**config.mk**
```make
export PLATFORM = sky130hd
export DESIGN_NAME = ber_alarm_monitor
export DESIGN_NICKNAME = d
export VERILOG_FILES = /design/src/rtl/ber_pkg.sv /design/src/rtl/ber_err_detect.sv /design/src/rtl/ber_window_ctr.sv /design/src/rtl/ber_err_accum.sv /design/src/rtl/ber_alarm_fsm.sv /design/src/rtl/ber_alarm_monitor.sv
export SDC_FILE = /design/constraint.sdc
export NUM_CORES = 1
export LEC_CHECK = 0
export BUFFER_PORTS_ARGS = -buffer_cell sky130_fd_sc_hd__buf_4
export CORE_UTILIZATION = 28
export CTS_CLUSTER_DIAMETER = 80
export DETAILED_ROUTE_END_ITERATION = 8
export PLACE_DENSITY_LB_ADDON = 0.3
export REMOVE_ABC_BUFFERS = 1
export SKIP_CTS_REPAIR_TIMING = 1
export SLEW_MARGIN = 10
export SYNTH_ARGS = -nofsm -noshare
export SYNTH_HDL_FRONTEND = slang
export SYNTH_SLANG_ARGS = --single-unit
```
**constraint.sdc**
```tcl
create_clock -name clk -period 4.1 [get_ports clk]
set_input_delay 0.82 -clock clk [delete_from_list [all_inputs] [get_ports clk]]
set_output_delay 0.82 -clock clk [all_outputs]
set_load 0.02 [all_outputs]
```
**src/rtl/ber_pkg.sv**
```systemverilog
package ber_pkg;

  typedef enum logic [1:0] {
    RATE_X1 = 2'b00,
    RATE_X2 = 2'b01,
    RATE_X4 = 2'b10,
    RATE_X8 = 2'b11
  } rate_sel_e;

  // Threshold multiplier for a rate select code
  function automatic int unsigned rate_scale(input logic [1:0] sel);
    case (sel)
      RATE_X1: return 1;
      RATE_X2: return 2;
      RATE_X4: return 4;
      default: return 8;
    endcase
  endfunction

endpackage

```
**src/rtl/ber_err_detect.sv**
```systemverilog
module ber_err_detect (
  input  logic clk,
  input  logic rst,
  input  logic bit_valid,
  input  logic mid_smp,
  input  logic edge_smp,
  output logic err_pulse
);

  logic have_prev;
  logic prev_mid;

  always_ff @(posedge clk) begin
    if (rst) begin
      have_prev <= 1'b0;
      prev_mid  <= 1'b0;
    end else if (bit_valid) begin
      have_prev <= 1'b1;
      prev_mid  <= mid_smp;
    end
  end

  // Equal centre samples with a boundary sample of the other value
  always_comb begin
    err_pulse = bit_valid && have_prev &&
                (prev_mid == mid_smp) && (edge_smp != mid_smp);
  end

  // idle cycles leave the history alone
  a_r10_history_hold: assert property (@(posedge clk) disable iff (rst)
    !bit_valid |=> ($stable(prev_mid) && $stable(have_prev)));

  // no error may be reported before any bit was seen
  a_r1_first_bit_clean: assert property (@(posedge clk) disable iff (rst)
    $past(rst) |-> !err_pulse);

endmodule

```
**src/rtl/ber_window_ctr.sv**
```systemverilog
module ber_window_ctr #(
  parameter int unsigned WIN_LOG2 = 16
) (
  input  logic clk,
  input  logic rst,
  input  logic bit_valid,
  output logic win_last
);

  logic [WIN_LOG2-1:0] bit_cnt;

  always_ff @(posedge clk) begin
    if (rst) begin
      bit_cnt <= '0;
    end else if (bit_valid) begin
      bit_cnt <= bit_cnt + 1'b1;
    end
  end

  always_comb begin
    win_last = bit_valid && (&bit_cnt);
  end

  // the window closes back to its first bit
  a_r2_window_wrap: assert property (@(posedge clk) disable iff (rst)
    win_last |=> (bit_cnt == '0));

  // idle cycles do not move the window
  a_r10_window_hold: assert property (@(posedge clk) disable iff (rst)
    !bit_valid |=> $stable(bit_cnt));

endmodule

```
**src/rtl/ber_err_accum.sv**
```systemverilog
module ber_err_accum #(
  parameter int unsigned CNT_W = 9
) (
  input  logic             clk,
  input  logic             rst,
  input  logic             bit_valid,
  input  logic             err_pulse,
  input  logic             win_last,
  output logic [CNT_W-1:0] cnt_next
);

  logic [CNT_W-1:0] err_cnt;
  logic             at_max;

  always_comb begin
    at_max   = &err_cnt;
    cnt_next = (err_pulse && !at_max) ? err_cnt + 1'b1 : err_cnt;
  end

  always_ff @(posedge clk) begin
    if (rst) begin
      err_cnt <= '0;
    end else if (bit_valid) begin
      err_cnt <= win_last ? '0 : cnt_next;
    end
  end

  // count restarts after the last bit of a window
  a_r2_count_restart: assert property (@(posedge clk) disable iff (rst)
    win_last |=> (err_cnt == '0));

  // a full counter stays full within its window
  a_r8_no_overflow: assert property (@(posedge clk) disable iff (rst)
    ((&err_cnt) && bit_valid && !win_last) |=> (&err_cnt));

endmodule

```
**src/rtl/ber_alarm_fsm.sv**
```systemverilog
module ber_alarm_fsm
  import ber_pkg::*;
#(
  parameter int unsigned CNT_W           = 9,
  parameter int unsigned BASE_THR        = 32,
  parameter int unsigned RELEASE_WINDOWS = 5
) (
  input  logic             clk,
  input  logic             rst,
  input  logic             bit_valid,
  input  logic             win_last,
  input  logic [CNT_W-1:0] cnt_next,
  input  logic [1:0]       rate_sel,
  output logic             alarm
);

  localparam int unsigned REL_W = $clog2(RELEASE_WINDOWS + 1);
  localparam logic [REL_W-1:0] REL_LAST = REL_W'(RELEASE_WINDOWS - 1);

  logic [1:0]       sel_q;
  logic [REL_W-1:0] rel_cnt;
  logic [CNT_W-1:0] thr;
  logic [CNT_W-1:0] qthr;
  logic             over_thr;
  logic             quiet;

  always_comb begin
    thr      = CNT_W'(BASE_THR * rate_scale(sel_q));
    qthr     = thr >> 2;
    over_thr = cnt_next > thr;
    quiet    = cnt_next <= qthr;
  end

  always_ff @(posedge clk) begin
    if (rst) begin
      sel_q   <= rate_sel;
      alarm   <= 1'b0;
      rel_cnt <= '0;
    end else if (bit_valid) begin
      if (win_last) begin
        sel_q <= rate_sel;
      end
      if (over_thr) begin
        alarm   <= 1'b1;
        rel_cnt <= '0;
      end else if (win_last && alarm) begin
        if (!quiet) begin
          rel_cnt <= '0;
        end else if (rel_cnt == REL_LAST) begin
          alarm   <= 1'b0;
          rel_cnt <= '0;
        end else begin
          rel_cnt <= rel_cnt + 1'b1;
        end
      end
    end
  end

  // crossing the threshold raises the alarm on the next cycle
  a_r4_raise: assert property (@(posedge clk) disable iff (rst)
    (bit_valid && over_thr) |=> alarm);

  // the alarm only falls after a window boundary
  a_r5_fall_at_boundary: assert property (@(posedge clk) disable iff (rst)
    $fell(alarm) |-> $past(win_last));

  // a noisy window wipes the release progress
  a_r6_release_reset: assert property (@(posedge clk) disable iff (rst)
    (win_last && alarm && !quiet) |=> (rel_cnt == '0));

  // the select is held inside a window
  a_r7_sel_hold: assert property (@(posedge clk) disable iff (rst)
    !win_last |=> $stable(sel_q));

endmodule

```
**src/rtl/ber_alarm_monitor.sv**
```systemverilog
module ber_alarm_monitor #(
  parameter int unsigned WIN_LOG2        = 16,
  parameter int unsigned BASE_THR        = 32,
  parameter int unsigned RELEASE_WINDOWS = 5
) (
  input  logic       clk,
  input  logic       rst,
  input  logic       in_valid,
  output logic       in_ready,
  input  logic       in_mid,
  input  logic       in_edge,
  input  logic [1:0] rate_sel,
  output logic       los_alarm
);

  // Wide enough to exceed the largest threshold
  localparam int unsigned CNT_W = $clog2(BASE_THR * 8) + 1;

  logic             err_pulse;
  logic             win_last;
  logic [CNT_W-1:0] cnt_next;

  assign in_ready = 1'b1;

  ber_err_detect u_detect (
    .clk       (clk),
    .rst       (rst),
    .bit_valid (in_valid),
    .mid_smp   (in_mid),
    .edge_smp  (in_edge),
    .err_pulse (err_pulse)
  );

  ber_window_ctr #(
    .WIN_LOG2 (WIN_LOG2)
  ) u_window (
    .clk       (clk),
    .rst       (rst),
    .bit_valid (in_valid),
    .win_last  (win_last)
  );

  ber_err_accum #(
    .CNT_W (CNT_W)
  ) u_accum (
    .clk       (clk),
    .rst       (rst),
    .bit_valid (in_valid),
    .err_pulse (err_pulse),
    .win_last  (win_last),
    .cnt_next  (cnt_next)
  );

  ber_alarm_fsm #(
    .CNT_W           (CNT_W),
    .BASE_THR        (BASE_THR),
    .RELEASE_WINDOWS (RELEASE_WINDOWS)
  ) u_alarm (
    .clk       (clk),
    .rst       (rst),
    .bit_valid (in_valid),
    .win_last  (win_last),
    .cnt_next  (cnt_next),
    .rate_sel  (rate_sel),
    .alarm     (los_alarm)
  );

  // alarm is clear on the first cycle out of reset
  a_r9_reset_clear: assert property (@(posedge clk)
    $past(rst) |-> !los_alarm);

endmodule

```
# Yosys cells after proc, flatten, opt, wreduce, memory -nomap -nowiden
# Index checks and enable logic that the tools add are counted.
dict set report totals {
  mem_count 0
  latchBits 0
  ramBits 0
  register_bits 33
  rom_bits 0
}
dict set report classes {
  reduce_logical 18
  shifts 0
  eq_ne 5
  muxes 14
  bitwise 0
  div_mod_pow 0
  add_sub_neg 3
  n_mul 0
  magnitude_cmp 2
}
# op count
set op_table {}
lappend op_table {{9-bit two-way mux} 2}
lappend op_table {{16-bit by 1-bit adder with 16-bit output, second input constant} 1}
lappend op_table {{16-bit AND reduction} 1}
lappend op_table {{3-bit two-way mux} 4}
lappend op_table {{4-bit case mux with 3 select lines} 1}
lappend op_table {{2-bit nonzero test} 5}
lappend op_table {{9-bit by 1-bit adder with 9-bit output, second input constant} 1}
lappend op_table {{9-bit > comparator} 1}
lappend op_table {{9-bit by 7-bit <= comparator with 1-bit output} 1}
lappend op_table {{9-bit AND reduction} 1}
lappend op_table {{1-bit logical AND} 6}
lappend op_table {{2-bit two-way mux} 3}
lappend op_table {{1-bit two-way mux} 4}
lappend op_table {{2-bit AND reduction} 2}
lappend op_table {{4-bit AND reduction} 1}
lappend op_table {{3-bit by 1-bit adder with 3-bit output, second input constant} 1}
lappend op_table {{3-bit equality test, second input constant} 1}
lappend op_table {{2-bit by 1-bit equality test with 1-bit output, second input constant} 1}
lappend op_table {{2-bit equality test, second input constant} 1}
lappend op_table {{2-bit zero test} 1}
lappend op_table {{1-bit equality test} 1}
lappend op_table {{1-bit zero test} 1}
lappend op_table {{1-bit inequality test} 1}

# Logic depth before layout (Yosys ltp)
dict set report logic_depth {
  depth_word 9
  depth_mapped 16
  depth_no_buf 16
}

# Hierarchy
# Synthesis repeated with hierarchy kept, for this count alone.
dict set report hier_totals {
  hier_cells 234
  area_unflattened_um2 2026.9
}
# module cells_each instances area_per_inst_um2 seq_area_each_um2
set by_module_without_submodules {}
lappend by_module_without_submodules {ber_window_ctr 85 1 767.0 320.3}
lappend by_module_without_submodules {ber_err_accum 74 1 615.6 180.2}
lappend by_module_without_submodules {ber_alarm_fsm 63 1 546.8 140.1}
lappend by_module_without_submodules {ber_err_detect 10 1 86.3 40.0}
lappend by_module_without_submodules {ber_alarm_monitor 2 1 11.3 0.0}

# Worst setup path after synthesis
# No wires, ideal clock.
dict set report synth_path {
  path_kind {input -> register}
  start {input in_mid}
  end {register u_alarm.rel_cnt[2]}
  arrival_ns 3.209
  setup_time_ns 0.070
  t_required_ns 4.030
  stages 11
  setup_slack_ns 0.822
  path_cell_list {or3b_4 a211oi_2 and3_1 xor2_1 ha_1 nor2b_1 o211ai_1 a21oi_1 a221oi_2 o2111ai_1 a21oi_1}
}
dict set report synth_via {
  elab_chain_len 9
}
# item line
set synth_lines {}
lappend synth_lines {{from (decl)} ber_alarm_monitor.sv:10} ;# input logic in_mid,
lappend synth_lines {{1-bit equality test} ber_err_detect.sv:26} ;# (prev_mid == mid_smp) && (edge_smp != mid_smp);
lappend synth_lines {{1-bit logical AND} ber_err_detect.sv:25} ;# err_pulse = bit_valid && have_prev &&
lappend synth_lines {{1-bit logical AND (*)} ber_err_detect.sv:26}
lappend synth_lines {{1-bit logical AND (*)} ber_err_accum.sv:17} ;# cnt_next = (err_pulse && !at_max) ? err_cnt + 1'b1 : err_cnt;
lappend synth_lines {{9-bit two-way mux (*)} ber_err_accum.sv:17}
lappend synth_lines {{9-bit by 7-bit <= comparator with 1-bit output} ber_alarm_fsm.sv:31} ;# quiet = cnt_next <= qthr;
lappend synth_lines {{3-bit two-way mux} ber_alarm_fsm.sv:47} ;# if (!quiet) begin
lappend synth_lines {{3-bit two-way mux} ber_alarm_fsm.sv:46} ;# end else if (win_last && alarm) begin
lappend synth_lines {{3-bit two-way mux} ber_alarm_fsm.sv:43} ;# if (over_thr) begin
lappend synth_lines {{to (signal assigned)} ber_alarm_fsm.sv:53} ;# rel_cnt <= rel_cnt + 1'b1;
lappend synth_lines {{to (decl)} ber_alarm_fsm.sv:21} ;# logic [REL_W-1:0] rel_cnt;
# Every way passes the cells marked *; elsewhere a longest branch is shown, timed or not. The select of a mux whose other input is x is not followed.
# A chain may end at the register's enable or synchronous reset.

# Worst setup path in the final report
dict set report layout_path {
  start {register u_accum.err_cnt[0]}
  end {register u_alarm.rel_cnt[2]}
}
dict set report layout_via {
  elab_chain_len 8
}
# item line
set layout_lines {}
lappend layout_lines {{from (decl)} ber_err_accum.sv:12} ;# logic [CNT_W-1:0] err_cnt;
lappend layout_lines {{from (signal assigned)} ber_err_accum.sv:24} ;# err_cnt <= win_last ? '0 : cnt_next;
lappend layout_lines {{branches (longest 3 deep; another with 9-bit by 1-bit adder with 9-bit output)} --}
lappend layout_lines {{9-bit two-way mux (*)} ber_err_accum.sv:17}
lappend layout_lines {{9-bit by 7-bit <= comparator with 1-bit output} ber_alarm_fsm.sv:31}
lappend layout_lines {{3-bit two-way mux} ber_alarm_fsm.sv:47}
lappend layout_lines {{3-bit two-way mux} ber_alarm_fsm.sv:46}
lappend layout_lines {{3-bit two-way mux} ber_alarm_fsm.sv:43}
# Every way passes the cells marked *. The select of a mux whose other input is x is not followed.

==> results.tsv <==
stage	metric	value	unit
synth	syn_avg_cell_area	8.80	um^2
synth	syn-cell-area	0.00184	mm^2
drt	final_antenna_net_count	0	
power_and_ir_drop	p_sw_share	23.9	%
power_and_ir_drop	peakVddDrop	0.173	mV
sta	grt_setup_unrepaired	no	
sta	finalSetupViolations	0	
worst_setup_path	worstPathArrival	3.74	ns
worst_setup_path	r2r_cells	15	
die	design.die.area	0.00690	mm^2
cts	cts_buffers	5	
sta	fin_skew	0.00359	ns
global_routing	grt_overflow_total	0	
sta	finalHoldViolations	0	
place	port_buffers	7	
layout	final_cell_mix	31 x nor2_1, 31 x dfxtp_1, 13 x nand2_1, 13 x ha_1, 12 x xor2_1	
synth	synth.area.top_cells	dfxtp_1 34%, ha_1 8.8%, nor2_1 6.3%	
outcome	status	finished clean	
cts	clk_path_buf_depth	2	
layout	finish.utilization	32.9	%
place	hpwl	2.65	mm
worst_hold_path	worst_hold_startpoint	u_detect.have_prev	
cts	cts_tree	built	
die	core_area	0.00635	mm^2
power_and_ir_drop	cellLeakagePower	0.775	nW
sta	drv_slew	0	
drt	wl_per_cell	12.3	um
die	initial_core_util	29.0	%
cts	cts_sinks	33	
global_routing	grt_pass1_wl	6.23	mm
layout	drive_gt1_share	10.5	%
die	die_w	83.1	um
synth	synthFlopType	dfxtp_1	
power_and_ir_drop	power.switching	174	uW
synth	ys_warn_count	0	
place	place_area	0.00197	mm^2
synth	synth_largest_area_cell	dfxtp_1	
layout	fin_nets	238	
layout	area_growth	13.5	%
synth	ys_seq_area_share	37.0	%
worst_setup_path	endpoint	u_alarm.rel_cnt[2]	
layout	instances_no_fill	296	
layout	design_area	0.00209	mm^2
job	maxCapViolCount	0	
synth	synth-edff-count	2	
worst_setup_path	setup.worst_path.start_class	flip-flop	
worst_setup_path	crit_start	u_accum.err_cnt[0]	
synth	ys_ff_latch	33	
cts	insertion_delay	0.29	ns
power_and_ir_drop	powerDensity	349	mW/mm^2
power_and_ir_drop	pwr-share-clk	45.3	%
synth	synth_top_area_share	33.7	%
place	gp_congestion	0.752	
drt	wirelength	3.64	mm
sta	max_freq	284	MHz
drt	vias_per_cell	4.89	
drt	dr.pass1.iters	4	
cts	clk_pin_slew	0.07	ns
power_and_ir_drop	p_comb_share	8.6	%
worst_setup_path	endpoint_kind	flip-flop	
die	die_y	83.1	um
power_and_ir_drop	power_frac_seq	46.1	%
die	io_pins	9	
global_routing	grt_antenna_before_repair	0	
worst_setup_path	path_max_fanout	7	
cts	ctsRootBufferMaster	clkbuf_8	
layout	num_antenna_cells	0	
place	dp.cells	288	
worst_setup_path	crit_required	4.33	ns
synth	async_flop_share	0	%
worst_setup_path	regToRegEndpoint	u_alarm.rel_cnt[2]	
synth	synth.distinct_cells	46	
power_and_ir_drop	p_int	555	uW
worst_setup_path	crit_type	flip-flop to flip-flop	
cts	cts_max_level	2	
worst_hold_path	hp-class	flip-flop to flip-flop	
worst_setup_path	r2r_start	u_accum.err_cnt[0]	
drt	route.detailed.drc	0	
sta	slew_headroom	63.9	%
drt	vias	1448	
die	num_rows	29	
worst_setup_path	rrSetupSlack	0.58	ns
sta	tightest_slew	0.528	ns
sta	fin_crit	3.52	ns
global_routing	grt_max_degree	24	
synth	netlist_instances	209	
sta	fin_crit_sh	85.8	%
drt	dr.first_iter.drc_count	45	
sta	finalSetupTns	0	ns
global_routing	grt_pass1_vias	1367	
global_routing	track_usage	11.4	%
-- critical path, stage by stage, from the launching register on --
cell	delay, ns
dfxtp_1	0.37
ha_1	0.31
nand2_1	0.10
nor2_1	0.04
ha_1	0.16
nand3b_1	0.21
a211oi_2	0.34
and3_1	0.21
xor2_1	0.23
ha_1	0.28
nor2b_1	0.14
o211ai_1	0.19
a21oi_1	0.12
a221oi_2	0.41
o2111ai_1	0.17
a21oi_1	0.16
-- kinds of logic after synthesis --
group / share of synthesized area (%)
AO/OA/AOI/OAI: 11.2
XOR/XNOR: 9.52
adder cells (fa/ha/maj): 8.84
buffers and inverters: 2.93
flip-flops: 37.0
multiplexers: 3.88
other: 0.204
AND/OR/NAND/NOR: 26.4
-- synth_stat cells, types with 4 or more instances --
library cell  count
ha_1             13
nand3_1           6
nand4_1          11
xor2_1           12
a21oi_1           8
nor2b_1           8
clkbuf_1          4
inv_1             7
xnor2_1           8
o211ai_1          4
dfxtp_1          31
nor2_1           31
mux2i_1           6
nor4_1            4
nand2_1          13
-- cell type report --
class	count	area, um^2
Fill cell	661	4260
Multi-Input combinational cell	163	1100
Sequential cell	33	681
Tap cell	77	96.3
Clock buffer	6	82.6
Timing Repair Buffer	8	60.1
Clock inverter	2	36.3
Inverter	7	26.3
-- registers in the layout (all words and copies together) (netlist names) --
register / flops
u_accum.err_cnt: 9
u_alarm.sel_q: 2
u_window.bit_cnt: 16
u_detect.have_prev: 1
u_alarm.rel_cnt: 3
u_alarm.alarm: 1
u_detect.prev_mid: 1
-- how the worst min path moves through the flow --
stage,end,cells after the start
floorplan,u_detect.have_prev,2
global placement,u_detect.have_prev,2
detailed placement,u_detect.have_prev,2
CTS,u_detect.have_prev,2
global route,u_alarm.alarm,2
finish,u_detect.have_prev,2
-- metal layers --
layer	share of wire [%]	up-vias	global-route usage [%]
li1	-	764	-
met1	51	666	14.4
met2	44	10	17.7
met3	2.6	8	3.28
met4	1.8	0	5.17
met5	0	-	0
-- power by group through the flow --
stage | Sequential [mW] | Combinational (mW) | Clock (mW)
after floorplan | 0.343 | 0.0408 | 0
after CTS | 0.336 | 0.0636 | 0.340
after global routing | 0.337 | 0.0705 | 0.354
final | 0.336 | 0.0626 | 0.331
after global placement | 0.343 | 0.0630 | 0
after detailed placement | 0.343 | 0.0628 | 0
-- metrics by stage --
| stage | hold WS, ns | power [mW] | setup WS, ns |
|---|---|---|---|
| after floorplan | 0.434 | 0.384 | 0.822 |
| after global placement | 0.456 | 0.406 | 0.498 |
| after detailed placement | 0.460 | 0.406 | 0.432 |
| after CTS | 0.477 | 0.739 | 0.573 |
| after global routing | 0.527 | 0.761 | 0.207 |
| final | 0.480 | 0.729 | 0.584 |
(Power assumes the default switching activity.)
